<file path="src/rtl/ccflag_pkg.sv">
package ccflag_pkg;
    localparam int NUM_GREG  = 4;
    localparam int ADDR_W    = 3;
    localparam logic [ADDR_W-1:0] STAT_ADDR = 3'd4;

    typedef struct packed {
        logic flag;
        logic armed;
    } flag_st_t;
endpackage

</file>
<file path="src/rtl/ccflag_greg.sv">
module ccflag_greg #(
    parameter int W = 16
) (
    input  logic         clk,
    input  logic         rst_n,
    input  logic [W-1:0] cnt_i,
    input  logic         cap_mode_i,
    input  logic         cap_stb_i,
    input  logic         wr_i,
    input  logic [W-1:0] wdata_i,
    output logic [W-1:0] val_o,
    output logic         evt_o
);
    typedef struct packed {
        logic [W-1:0] val;
    } greg_st_t;

    greg_st_t st_d, st_q;

    always_comb begin
        st_d = st_q;
        if (wr_i)
            st_d.val = wdata_i;
        // capture has priority over a software write in the same cycle
        if (cap_mode_i && cap_stb_i)
            st_d.val = cnt_i;
    end

    always_ff @(posedge clk or negedge rst_n) begin
        if (!rst_n)
            st_q <= '{val: '1};
        else
            st_q <= st_d;
    end

    assign val_o = st_q.val;
    assign evt_o = cap_mode_i ? cap_stb_i : (cnt_i == st_q.val);

    AST_CAPTURE_COPIES: assert property (@(posedge clk) disable iff (!rst_n)
        (cap_mode_i && cap_stb_i) |=> (val_o == $past(cnt_i)));
endmodule

</file>
<file path="src/rtl/ccflag_cell.sv">
module ccflag_cell
    import ccflag_pkg::*;
(
    input  logic clk,
    input  logic rst_n,
    input  logic set_evt_i,
    input  logic rd_stb_i,
    input  logic clr_req_i,
    output logic flag_o
);
    flag_st_t st_d, st_q;
    logic     clr_ok;

    always_comb begin
        st_d   = st_q;
        clr_ok = clr_req_i && st_q.armed;
        // a status read arms on 1 and disarms on 0
        if (rd_stb_i)
            st_d.armed = st_q.flag;
        if (clr_ok) begin
            st_d.flag  = 1'b0;
            st_d.armed = 1'b0;
        end
        if (set_evt_i)
            st_d.flag = 1'b1;
    end

    always_ff @(posedge clk or negedge rst_n) begin
        if (!rst_n)
            st_q <= '{flag: 1'b0, armed: 1'b0};
        else
            st_q <= st_d;
    end

    assign flag_o = st_q.flag;

    AST_RISE_NEEDS_EVENT: assert property (@(posedge clk) disable iff (!rst_n)
        $rose(flag_o) |-> $past(set_evt_i));
    AST_FALL_NEEDS_ARM: assert property (@(posedge clk) disable iff (!rst_n)
        $fell(flag_o) |-> $past(clr_req_i && st_q.armed));
    AST_SET_BEATS_CLEAR: assert property (@(posedge clk) disable iff (!rst_n)
        set_evt_i |=> flag_o);
    AST_ARM_ONLY_ON_ONE: assert property (@(posedge clk) disable iff (!rst_n)
        $rose(st_q.armed) |-> $past(rd_stb_i && flag_o));
endmodule

</file>
<file path="src/rtl/ccflag_unit.sv">
module ccflag_unit
    import ccflag_pkg::*;
#(
    parameter int CNT_W  = 16,
    parameter bit HAS_CD = 1'b1
) (
    input  logic                          clk,
    input  logic                          rst_n,
    input  logic [CNT_W-1:0]              cnt_i,
    input  logic [NUM_GREG-1:0]           cap_mode_i,
    input  logic [NUM_GREG-1:0]           cap_stb_i,
    input  logic [NUM_GREG-1:0]           irq_en_i,
    input  logic [ADDR_W-1:0]             bus_addr_i,
    input  logic                          bus_rd_i,
    input  logic                          bus_wr_i,
    input  logic [CNT_W-1:0]              bus_wdata_i,
    output logic [CNT_W-1:0]              bus_rdata_o,
    output logic [NUM_GREG-1:0][CNT_W-1:0] greg_o,
    output logic [NUM_GREG-1:0]           flags_o,
    output logic [NUM_GREG-1:0]           irq_o
);
    localparam int NUM_LIVE = HAS_CD ? NUM_GREG : 2;

    logic stat_rd, stat_wr;

    assign stat_rd = bus_rd_i && (bus_addr_i == STAT_ADDR);
    assign stat_wr = bus_wr_i && (bus_addr_i == STAT_ADDR);

    for (genvar i = 0; i < NUM_GREG; i++) begin : g_reg
        if (i < NUM_LIVE) begin : g_live
            logic evt;

            ccflag_greg #(.W(CNT_W)) u_greg (
                .clk        (clk),
                .rst_n      (rst_n),
                .cnt_i      (cnt_i),
                .cap_mode_i (cap_mode_i[i]),
                .cap_stb_i  (cap_stb_i[i]),
                .wr_i       (bus_wr_i && (bus_addr_i == ADDR_W'(i))),
                .wdata_i    (bus_wdata_i),
                .val_o      (greg_o[i]),
                .evt_o      (evt)
            );

            ccflag_cell u_cell (
                .clk       (clk),
                .rst_n     (rst_n),
                .set_evt_i (evt),
                .rd_stb_i  (stat_rd),
                .clr_req_i (stat_wr && !bus_wdata_i[i]),
                .flag_o    (flags_o[i])
            );
        end else begin : g_rsvd
            assign greg_o[i]  = '0;
            assign flags_o[i] = 1'b0;
        end
    end

    assign irq_o = flags_o & irq_en_i;

    always_comb begin
        bus_rdata_o = '0;
        if (bus_addr_i == STAT_ADDR)
            bus_rdata_o[NUM_GREG-1:0] = flags_o;
        else if (bus_addr_i < ADDR_W'(NUM_GREG))
            bus_rdata_o = greg_o[bus_addr_i[1:0]];
    end
endmodule

</file>
<file path="config.mk">
export PLATFORM = sky130hd
export DESIGN_NAME = ccflag_unit
export DESIGN_NICKNAME = d
export VERILOG_FILES = /design/src/rtl/ccflag_pkg.sv /design/src/rtl/ccflag_greg.sv /design/src/rtl/ccflag_cell.sv /design/src/rtl/ccflag_unit.sv
export SDC_FILE = /design/constraint.sdc
export NUM_CORES = 1
export LEC_CHECK = 0
export BUFFER_PORTS_ARGS = -buffer_cell sky130_fd_sc_hd__clkbuf_2
export CAP_MARGIN = 0
export CORE_MARGIN = 2
export CORE_UTILIZATION = 57
export DETAILED_ROUTE_END_ITERATION = 10
export PLACE_DENSITY = 0.83
export SLEW_MARGIN = 20
export SYNTH_ARGS = -nofsm -noshare
export SYNTH_HDL_FRONTEND = slang
export SYNTH_SLANG_ARGS = --single-unit
</file>
<file path="constraint.sdc">
create_clock -name clk -period 3.34 [get_ports clk]
set_clock_uncertainty 0.1 [all_clocks]
set_input_delay 0.501 -clock clk [delete_from_list [all_inputs] [get_ports clk]]
set_output_delay 0.501 -clock clk [all_outputs]
set_load 0.02 [all_outputs]
</file>
; ---- Word-level counts from Yosys, hierarchy flattened
; Index checks and enable logic that the tools add are counted.
[totals]
output_inout_bits = 88
in_bits = 51
word_cells = 87
regBits = 72
[classes]
reduce_logical = 35
n_bitwise = 1
eq_ne = 8
order_cmp = 2
muxes = 29
[ops]
columns = cell, n
row1 = $mux 16, 10
row2 = $eq 16x16->1, 4
row3 = $bmux 16 s2, 1
row4 = $reduce_bool 2->1, 12
row5 = $logic_and 1x1->1, 18
row6 = $mux 1, 12
row7 = $mux 12, 1
row8 = $mux 2, 4
row9 = $eq 3x2->1 const B, 2
row10 = $and 4x4->4, 1
row11 = $logic_not 1->1, 4
row12 = $mux 4, 1
row13 = $eq 3x1->1 const B, 1
row14 = $eq 3x3->1 const B, 1
row15 = $logic_not 3->1, 1
row16 = $lt 2x3->1 const B, 1
row17 = $lt 3x3->1 const B, 1

; ---- Logic depth before layout (Yosys ltp)
; Gate-level depths: netlist (run 1).
[depth]
depth_word = 6
mapped_depth = 6
depth_no_buf = 4

; ---- Cells and area by module
; From an unflattened synthesis (run 1), not the netlist that was laid out.
[hier_totals]
cells_unflattened = 469
hier_area_um2 = 5066.1
[modules_own_cells]
columns = mod, area_each_um2, cells_each, instances, seq_area_each_um2
row1 = ccflag_greg, 1006.0, 94, 4, 420.4
row2 = ccflag_unit, 737.0, 69, 1, 0.0
row3 = ccflag_cell, 76.3, 6, 4, 50.0

; ---- Least setup slack after synthesis (run 1)
; No wires, ideal clock.
[synth_path]
path_kind = in2out
from = input bus_addr_i[0]
to = output bus_rdata_o[10]
slack_ns = 1.223
required_ns = 2.739
t_arrival_ns = 1.516
cell_stages = 4
n_path_buf = 2
cell_sequence = buf_6 -> buf_6 -> mux4_2 -> nor2b_1
[synth_between]
elab_chain_len = 4
word_cells_on_any_way = 6
classes_between = 1 x order compare / 1 x eq/ne / 4 x mux
[synth_rtl]
columns = item, line_no
row1 = from (decl), ccflag_unit.sv:13  ; input logic [ADDR_W-1:0] bus_addr_i,
row2 = $bmux 16 s2, ccflag_unit.sv:66  ; bus_rdata_o = greg_o[bus_addr_i[1:0]];
row3 = $mux 16 (implied by the code), ccflag_unit.sv:66
row4 = $mux 16, ccflag_unit.sv:65  ; else if (bus_addr_i < ADDR_W'(NUM_GREG))
row5 = $mux 12 *, ccflag_unit.sv:63  ; if (bus_addr_i == STAT_ADDR)
row6 = to (decl), ccflag_unit.sv:17  ; output logic [CNT_W-1:0] bus_rdata_o,
; Mark *: on every way between the ends. The rest lies on a longest branch, timed or not. The select of a mux whose other input is x is not followed.

; ---- Final worst setup path (run 1)
[layout_path]
from = input bus_addr_i[0]
to = output bus_rdata_o[2]
[layout_between]
elab_chain_len = 4
word_cells_on_any_way = 6
classes_between = 1 x order compare / 1 x eq/ne / 4 x mux
[layout_rtl]
columns = item, line_no
row1 = $bmux 16 s2, ccflag_unit.sv:66
row2 = $mux 16 (implied by the code), ccflag_unit.sv:66
row3 = $mux 16, ccflag_unit.sv:65
row4 = $mux 4 *, ccflag_unit.sv:63
; Marks and branches as above.

==> run_summary.xml, run 1 <==
<?xml version="1.0" encoding="UTF-8"?>
<metrics>
  <group name="yosys">
    <metric name="count_of_synthesis_stage_warnings_from_yosys" unit="">0</metric>
    <metric name="async_set_reset_flop_share_out_of_synthesis" unit="%">100</metric>
    <metric name="post_synth_main_area_contributors" unit="">sky130_fd_sc_hd__dfstp_2 (34%), sky130_fd_sc_hd__mux2i_1 (13%), sky130_fd_sc_hd__xor2_1 (11%)</metric>
    <metric name="mean_area_per_synthesized_cell" unit="um^2">10.3</metric>
    <metric name="synth_top_flop_cell" unit="">sky130_fd_sc_hd__dfstp_2</metric>
    <metric name="syn_nets" unit="">528</metric>
    <metric name="synth_cells" unit="">477</metric>
    <metric name="seq_area_frac_synth" unit="%">38.3</metric>
    <metric name="synthDominantAreaCellType" unit="">sky130_fd_sc_hd__dfstp_2</metric>
    <metric name="postSynthRegisterBits" unit="">72</metric>
    <metric name="synth_top_cell_area_share" unit="%">34.2</metric>
    <metric name="synth-edff-count" unit="">0</metric>
    <metric name="ys_types" unit="">30</metric>
    <metric name="syn_area" unit="um^2">4920</metric>
  </group>
  <group name="timing">
    <metric name="final.period_utilization" unit="%">79.0</metric>
    <metric name="postLayoutSetupSlackWorst" unit="ns">0.702</metric>
    <metric name="finalSetupTns" unit="ns">0</metric>
    <metric name="rsz_0062_raised_after_global_routing" unit="">false</metric>
    <metric name="maxSlewViolCount" unit="">0</metric>
    <metric name="max_freq" unit="MHz">379</metric>
    <metric name="whs" unit="ns">0.120</metric>
    <metric name="timing.final.setup_violations" unit="">0</metric>
    <metric name="period_minus_slack" unit="ns">2.64</metric>
    <metric name="tightest_slew" unit="ns">0.797</metric>
    <metric name="headroom_to_the_max_slew_limit" unit="%">46.9</metric>
    <metric name="finalHoldViolCount" unit="">0</metric>
  </group>
  <group name="layout">
    <metric name="final_common_cell" unit="">sky130_fd_sc_hd__clkbuf_2</metric>
    <metric name="layoutNonFillerInstCount" unit="">698</metric>
    <metric name="layout-drive-gt1-share" unit="%">44.2</metric>
    <metric name="antenna_cells_inserted" unit="">0</metric>
    <metric name="final_core_util" unit="%">68.7</metric>
    <metric name="area_delta_synth_final" unit="%">15.9</metric>
    <metric name="most_frequent_cells_in_the_layout" unit="">sky130_fd_sc_hd__clkbuf_2 (137), sky130_fd_sc_hd__mux2i_1 (64), sky130_fd_sc_hd__xor2_1 (64), sky130_fd_sc_hd__dfstp_2 (64), sky130_fd_sc_hd__nand2_1 (56)</metric>
    <metric name="final_net_count" unit="">639</metric>
    <metric name="final_design_area_no_fill" unit="um^2">5700</metric>
  </group>
  <group name="clocking">
    <metric name="cts_root_buffer" unit="">sky130_fd_sc_hd__clkbuf_8</metric>
    <metric name="cts.htree.levels" unit="">3</metric>
    <metric name="setup_bufs_post_cts" unit="">0</metric>
    <metric name="clk_transition_reported_paths" unit="ns">0.08</metric>
    <metric name="clock_path_buffers" unit="">2</metric>
    <metric name="post_cts_resize_count" unit="">0</metric>
    <metric name="cts.sinks" unit="">72</metric>
    <metric name="clkLatencyLatePin" unit="ns">0.36</metric>
    <metric name="cts_buffers" unit="">9</metric>
    <metric name="cts_tree" unit="">yes</metric>
    <metric name="cts_hold_buffers" unit="">0</metric>
  </group>
  <group name="placed_design">
    <metric name="gpl.final_weighted_congestion" unit="">0.873</metric>
    <metric name="post_place_setup_slack" unit="ns">0.658</metric>
    <metric name="place.detailed.hpwl" unit="um">9840</metric>
    <metric name="dpl_cell_area" unit="um^2">5500</metric>
    <metric name="port_buffers" unit="">138</metric>
    <metric name="dp_cells" unit="">682</metric>
  </group>
  <group name="setup_path">
    <metric name="critical_path.max_stage_delay" unit="ns">0.60</metric>
    <metric name="path_max_fanout" unit="">20</metric>
    <metric name="worst_ep_arrival_time" unit="ns">2.04</metric>
    <metric name="setup.worst_path.class" unit="">in2out</metric>
    <metric name="worst-endpoint-required" unit="ns">2.74</metric>
    <metric name="crit_chain" unit="">clkbuf_2, mux4_2, inv_1, o21ai_0, clkbuf_2</metric>
    <metric name="cpMostUsedCell" unit="">sky130_fd_sc_hd__clkbuf_2</metric>
    <metric name="regToRegSetupSlack" unit="ns">1.48</metric>
    <metric name="worst_setup_path_start_kind" unit="">primary input</metric>
    <metric name="crit_slowest_cell" unit="">sky130_fd_sc_hd__clkbuf_2</metric>
    <metric name="critical_path.endpoint_type" unit="">output port</metric>
  </group>
  <group name="routing">
    <metric name="wl_met2" unit="um">6750</metric>
    <metric name="detail_route.wirelength.met1" unit="um">5810</metric>
    <metric name="vias_per_cell" unit="">5.93</metric>
    <metric name="drtAntennaViolNets" unit="">0</metric>
    <metric name="drc_errors" unit="">0</metric>
    <metric name="drt-total-wl" unit="um">13800</metric>
    <metric name="uppermost_routed_layer" unit="">met4</metric>
    <metric name="met3WireLength" unit="um">951</metric>
    <metric name="wl_per_cell" unit="um">19.8</metric>
    <metric name="first_pass_iters" unit="">5</metric>
    <metric name="dr_total_vias" unit="">4142</metric>
    <metric name="drt_first_iter_violations" unit="">331</metric>
  </group>
  <group name="pwr">
    <metric name="worst_ir_drop_vdd" unit="mV">0.270</metric>
    <metric name="sw_frac_of_total" unit="%">37.6</metric>
    <metric name="power_frac_clock" unit="%">24.0</metric>
    <metric name="power.internal" unit="mW">1.84</metric>
    <metric name="total_switching_power" unit="mW">1.11</metric>
    <metric name="total_leakage_power" unit="nW">2.79</metric>
    <metric name="seqPwrFrac" unit="%">43.5</metric>
    <metric name="power-per-cell-area" unit="nW/um^2">517</metric>
    <metric name="power_frac_comb" unit="%">32.5</metric>
    <metric name="totalPowerFinal" unit="mW">2.95</metric>
  </group>
  <group name="worst_hold_path">
    <metric name="hp-class" unit="">in2async</metric>
  </group>
  <group name="flow_run">
    <metric name="timing.max_cap.violations" unit="">0</metric>
  </group>
  <group name="floorplanning">
    <metric name="core" unit="um^2">8300</metric>
    <metric name="die-height" unit="um">96.9</metric>
    <metric name="fp.dieArea" unit="um^2">9390</metric>
    <metric name="placement_rows" unit="">33</metric>
    <metric name="floorplan.die.width" unit="um">96.9</metric>
    <metric name="ios" unit="">139</metric>
    <metric name="start_util" unit="%">59.3</metric>
  </group>
  <group name="global_route">
    <metric name="grt_antenna_before_repair" unit="">0</metric>
    <metric name="maximum_number_of_pins_on_one_net_before_global_route_repair" unit="">41</metric>
    <metric name="grt_pass1_vias" unit="">4105</metric>
    <metric name="grt_pass1_wl" unit="um">22100</metric>
    <metric name="globalRoute.totalOverflow" unit="">0</metric>
    <metric name="groute.usage.overall" unit="%">29.7</metric>
  </group>
  <group name="run_status">
    <metric name="run_status" unit="">complete, no violations</metric>
  </group>
</metrics>
## state kept, by name, indices dropped and copies added, names as in the netlist
register and flops:
g.g_live.u_greg.val_o 64, g.g_live.u_cell.flag_o 4, g.g_live.u_cell.st_q 4
## cells in the mapped netlist, types with 5 or more instances
library cell / instances
sky130_fd_sc_hd__and2_1: 5
sky130_fd_sc_hd__nand2_1: 56
sky130_fd_sc_hd__xor2_1: 64
sky130_fd_sc_hd__nor4_1: 12
sky130_fd_sc_hd__inv_1: 8
sky130_fd_sc_hd__dfstp_2: 64
sky130_fd_sc_hd__mux2i_1: 64
sky130_fd_sc_hd__buf_4: 17
sky130_fd_sc_hd__a21oi_2: 14
sky130_fd_sc_hd__o21ai_0: 50
sky130_fd_sc_hd__buf_2: 16
sky130_fd_sc_hd__nor2_1: 16
sky130_fd_sc_hd__buf_6: 5
sky130_fd_sc_hd__dfrtp_1: 8
sky130_fd_sc_hd__mux4_2: 16
sky130_fd_sc_hd__o21ai_1: 8
sky130_fd_sc_hd__a21oi_1: 8
sky130_fd_sc_hd__nor2b_1: 12
## power groups by stage
stage	clock (mW)	combinational [mW]	sequential, mW
finish	0.706	0.957	1.28
global route	0.739	1.03	1.30
CTS	0.706	0.957	1.28
detailed placement	0	0.950	1.29
global placement	0	0.926	1.28
floorplan	0	0.504	1.40
## layer usage
layer	vias up	global-route usage, %
li1	1882	-
met1	2038	40.4
met2	195	47.0
met3	27	5.64
met4	0	12.1
met5	-	0
## worst paths after layout
kind | cells after the start | from | end
hold / removal | 1 | rst_n | g_reg[0].g_live.u_cell.flag_o
setup reg to reg | 4 | g_reg[2].g_live.u_greg.val_o[9] | g_reg[2].g_live.u_cell.flag_o
setup / recovery | 5 | bus_addr_i[0] | bus_rdata_o[2]
min in group clk | 2 | cap_mode_i[0] | g_reg[0].g_live.u_cell.flag_o
max in group asynchronous | 2 | rst_n | g_reg[1].g_live.u_greg.val_o[6]
hold reg to reg | 2 | g_reg[0].g_live.u_greg.val_o[13] | g_reg[0].g_live.u_greg.val_o[13]
## logic make-up after synthesis
kind of cell	share of synthesized area, %
compound gates	11.1
xor+xnor	11.4
buf+inv	6.44
flops	38.3
mux	20.4
simple gates	12.4
## cell type report
cell class	instances	area, um^2
clock buffers	11	141
clock inverters	5	56.3
fillers	641	2600
inverters	8	30.0
multi-input cells	354	2720
flip-flops and latches	72	1880
well taps	105	131
repair buffers	143	741
## worst max-delay path: cells and delay by family
kind / cells / cell delay, ns
AOI/OAI and AO/OA: 1 / 0.08
buffers and inverters: 3 / 0.85
muxes: 1 / 0.60
Power figures use the tool's default switching activity.
==> run 2: changes to the inputs <==
--- a/config.mk
+++ b/config.mk
@@ -8,9 +8,9 @@
 export BUFFER_PORTS_ARGS = -buffer_cell sky130_fd_sc_hd__clkbuf_2
 export CAP_MARGIN = 0
 export CORE_MARGIN = 2
-export CORE_UTILIZATION = 57
+export CORE_UTILIZATION = 48
 export DETAILED_ROUTE_END_ITERATION = 10
-export PLACE_DENSITY = 0.83
+export PLACE_DENSITY = 0.74
 export SLEW_MARGIN = 20
 export SYNTH_ARGS = -nofsm -noshare
 export SYNTH_HDL_FRONTEND = slang
==> constraint.sdc (replaced) <==
create_clock -name clk -period 2.4 [get_ports clk]
set_clock_uncertainty 0.1 [all_clocks]
set_input_delay 0.36 -clock clk [delete_from_list [all_inputs] [get_ports clk]]
set_output_delay 0.36 -clock clk [all_outputs]
set_load 0.02 [all_outputs]
==> run 2 against run 1 <==
Effect of this change: global-route usage shrank 3.0 points; critical path type unchanged; via count decreased by 2.4%; die area is 18% higher; sequential share of layout area fell by 0.66 points; critical endpoint is now bus_rdata_o[3]; register-to-register slack lost 0.94 ns; cell area increased by 2.0%; utilization decreased by 9.7 points.
==> run_summary.xml, run 2 (same netlist as run 1, synthesis figures left out) <==
<?xml version="1.0" encoding="UTF-8"?>
<metrics>
  <group name="routing">
    <metric name="drt-total-wl" unit="um">14300</metric>
    <metric name="drt_first_iter_violations" unit="">186</metric>
    <metric name="first_pass_iters" unit="">5</metric>
    <metric name="drtAntennaViolNets" unit="">0</metric>
    <metric name="vias_per_cell" unit="">5.54</metric>
    <metric name="dr_total_vias" unit="">4043</metric>
    <metric name="wl_per_cell" unit="um">19.6</metric>
    <metric name="drc_errors" unit="">0</metric>
  </group>
  <group name="placed_design">
    <metric name="port_buffers" unit="">138</metric>
    <metric name="gpl.final_weighted_congestion" unit="">0.823</metric>
    <metric name="post_place_setup_slack" unit="ns">0.307</metric>
    <metric name="dpl_cell_area" unit="um^2">5590</metric>
    <metric name="place.detailed.hpwl" unit="um">10200</metric>
  </group>
  <group name="pwr">
    <metric name="worst_ir_drop_vdd" unit="mV">0.363</metric>
    <metric name="totalPowerFinal" unit="mW">4.22</metric>
    <metric name="power-per-cell-area" unit="nW/um^2">725</metric>
    <metric name="total_leakage_power" unit="nW">2.82</metric>
  </group>
  <group name="setup_path">
    <metric name="worst_setup_path_start_kind" unit="">primary input</metric>
    <metric name="worst-endpoint-required" unit="ns">1.94</metric>
    <metric name="critical_path.endpoint_type" unit="">output port</metric>
    <metric name="path_max_fanout" unit="">20</metric>
    <metric name="setup.worst_path.class" unit="">in2out</metric>
    <metric name="worst_ep_arrival_time" unit="ns">1.66</metric>
    <metric name="ff2ff_path_depth" unit="">4</metric>
  </group>
  <group name="global_route">
    <metric name="grt_pass1_wl" unit="um">22700</metric>
    <metric name="groute.usage.overall" unit="%">26.7</metric>
    <metric name="grt_pass1_vias" unit="">3947</metric>
    <metric name="maximum_number_of_pins_on_one_net_before_global_route_repair" unit="">73</metric>
    <metric name="globalRoute.totalOverflow" unit="">0</metric>
    <metric name="grt_antenna_before_repair" unit="">0</metric>
  </group>
  <group name="layout">
    <metric name="area_delta_synth_final" unit="%">18.3</metric>
    <metric name="antenna_cells_inserted" unit="">0</metric>
    <metric name="layout-drive-gt1-share" unit="%">44.4</metric>
    <metric name="most_frequent_cells_in_the_layout" unit="">sky130_fd_sc_hd__clkbuf_2 (137), sky130_fd_sc_hd__mux2i_1 (64), sky130_fd_sc_hd__xor2_1 (64), sky130_fd_sc_hd__dfstp_2 (64), sky130_fd_sc_hd__nand2_1 (56)</metric>
    <metric name="final_common_cell" unit="">sky130_fd_sc_hd__clkbuf_2</metric>
    <metric name="final_design_area_no_fill" unit="um^2">5820</metric>
    <metric name="final_core_util" unit="%">59.0</metric>
    <metric name="largest_register_ff_count" unit="">64</metric>
    <metric name="final_net_count" unit="">643</metric>
  </group>
  <group name="floorplanning">
    <metric name="placement_rows" unit="">36</metric>
    <metric name="core" unit="um^2">9860</metric>
    <metric name="fp.dieArea" unit="um^2">11100</metric>
    <metric name="ios" unit="">139</metric>
    <metric name="start_util" unit="%">49.9</metric>
    <metric name="die-height" unit="um">105</metric>
    <metric name="floorplan.die.width" unit="um">105</metric>
  </group>
  <group name="clocking">
    <metric name="clock_path_buffers" unit="">2</metric>
    <metric name="cts.htree.levels" unit="">3</metric>
    <metric name="clkLatencyLatePin" unit="ns">0.36</metric>
    <metric name="cts_tree" unit="">yes</metric>
    <metric name="clk_transition_reported_paths" unit="ns">0.08</metric>
    <metric name="cts_buffers" unit="">9</metric>
    <metric name="setup_bufs_post_cts" unit="">0</metric>
    <metric name="cts_root_buffer" unit="">sky130_fd_sc_hd__clkbuf_8</metric>
    <metric name="cts.sinks" unit="">72</metric>
  </group>
  <group name="timing">
    <metric name="headroom_to_the_max_slew_limit" unit="%">52.6</metric>
    <metric name="finalHoldViolCount" unit="">0</metric>
    <metric name="timing.final.setup_violations" unit="">0</metric>
    <metric name="finalSetupTns" unit="ns">0</metric>
    <metric name="rsz_0062_raised_after_global_routing" unit="">false</metric>
    <metric name="tightest_slew" unit="ns">0.711</metric>
    <metric name="max_freq" unit="MHz">472</metric>
    <metric name="maxSlewViolCount" unit="">0</metric>
    <metric name="final.period_utilization" unit="%">88.2</metric>
    <metric name="postLayoutSetupSlackWorst" unit="ns">0.283</metric>
    <metric name="period_minus_slack" unit="ns">2.12</metric>
  </group>
  <group name="worst_hold_path">
    <metric name="min_delay_path_depth" unit="">2</metric>
    <metric name="hp-class" unit="">in2reg</metric>
  </group>
  <group name="run_status">
    <metric name="run_status" unit="">complete, no violations</metric>
  </group>
  <group name="flow_run">
    <metric name="timing.max_cap.violations" unit="">0</metric>
  </group>
</metrics>
[run 2: cell type report]
type	count	area [um^2]
well taps	133	166
clock inverters	5	80.1
clock buffers	11	141
flip-flops and latches	72	1880
repair buffers	147	798
inverters	8	30.0
multi-input cells	354	2720
fillers	867	4050
[run 2: final timing paths]
check / from / endpoint / slack (ns)
worst max register to register: g_reg[2].g_live.u_greg.val_o[9] / g_reg[2].g_live.u_cell.flag_o / 0.54
min in group asynchronous: rst_n / g_reg[2].g_live.u_cell.flag_o / 0.50
worst max-delay path: bus_addr_i[1] / bus_rdata_o[3] / 0.28
worst min-delay path: cap_mode_i[3] / g_reg[3].g_live.u_cell.flag_o / 0.18
worst min register to register: g_reg[2].g_live.u_greg.val_o[14] / g_reg[2].g_live.u_greg.val_o[14] / 0.39
max in group asynchronous: rst_n / g_reg[0].g_live.u_greg.val_o[13] / 1.38
[run 2: routing by layer]
layer / GRT usage, % / part of all wire, % / up-vias
li1: - / - / 1893
met1: 38.5 / 45 / 1972
met2: 41.2 / 47 / 160
met3: 3.65 / 6.3 / 18
met4: 9.52 / 1.8 / 0
met5: 0 / 0 / -
[run 2: metrics by stage]
step                      hold slack [ns]  instances
after floorplan                   -0.0356        477
after global placement              0.327        713
after detailed placement            0.326        713
after CTS                           0.166        730
after global routing                0.176        730
final                               0.181        730
[run 2: report_power, final]
group	total [mW]	leakage, nW	switching [mW]	internal [mW]
sequential	1.79	0.752	0.253	1.53
combinational	1.34	1.96	0.814	0.526
clock	1.09	0.106	0.481	0.612
total	4.22	2.82	1.55	2.67
[run 2: critical path, cell delays in order]
cell and delay (ns):
sky130_fd_sc_hd__clkbuf_2 0.54, sky130_fd_sc_hd__mux4_2 0.33, sky130_fd_sc_hd__inv_1 0.04, sky130_fd_sc_hd__o21ai_0 0.18, sky130_fd_sc_hd__clkbuf_2 0.20
[run 2: timing repair]
action	in CTS	in global routing
endpoints found under the hold margin	8	0
hold buffers	1	0
resized for setup	0	0
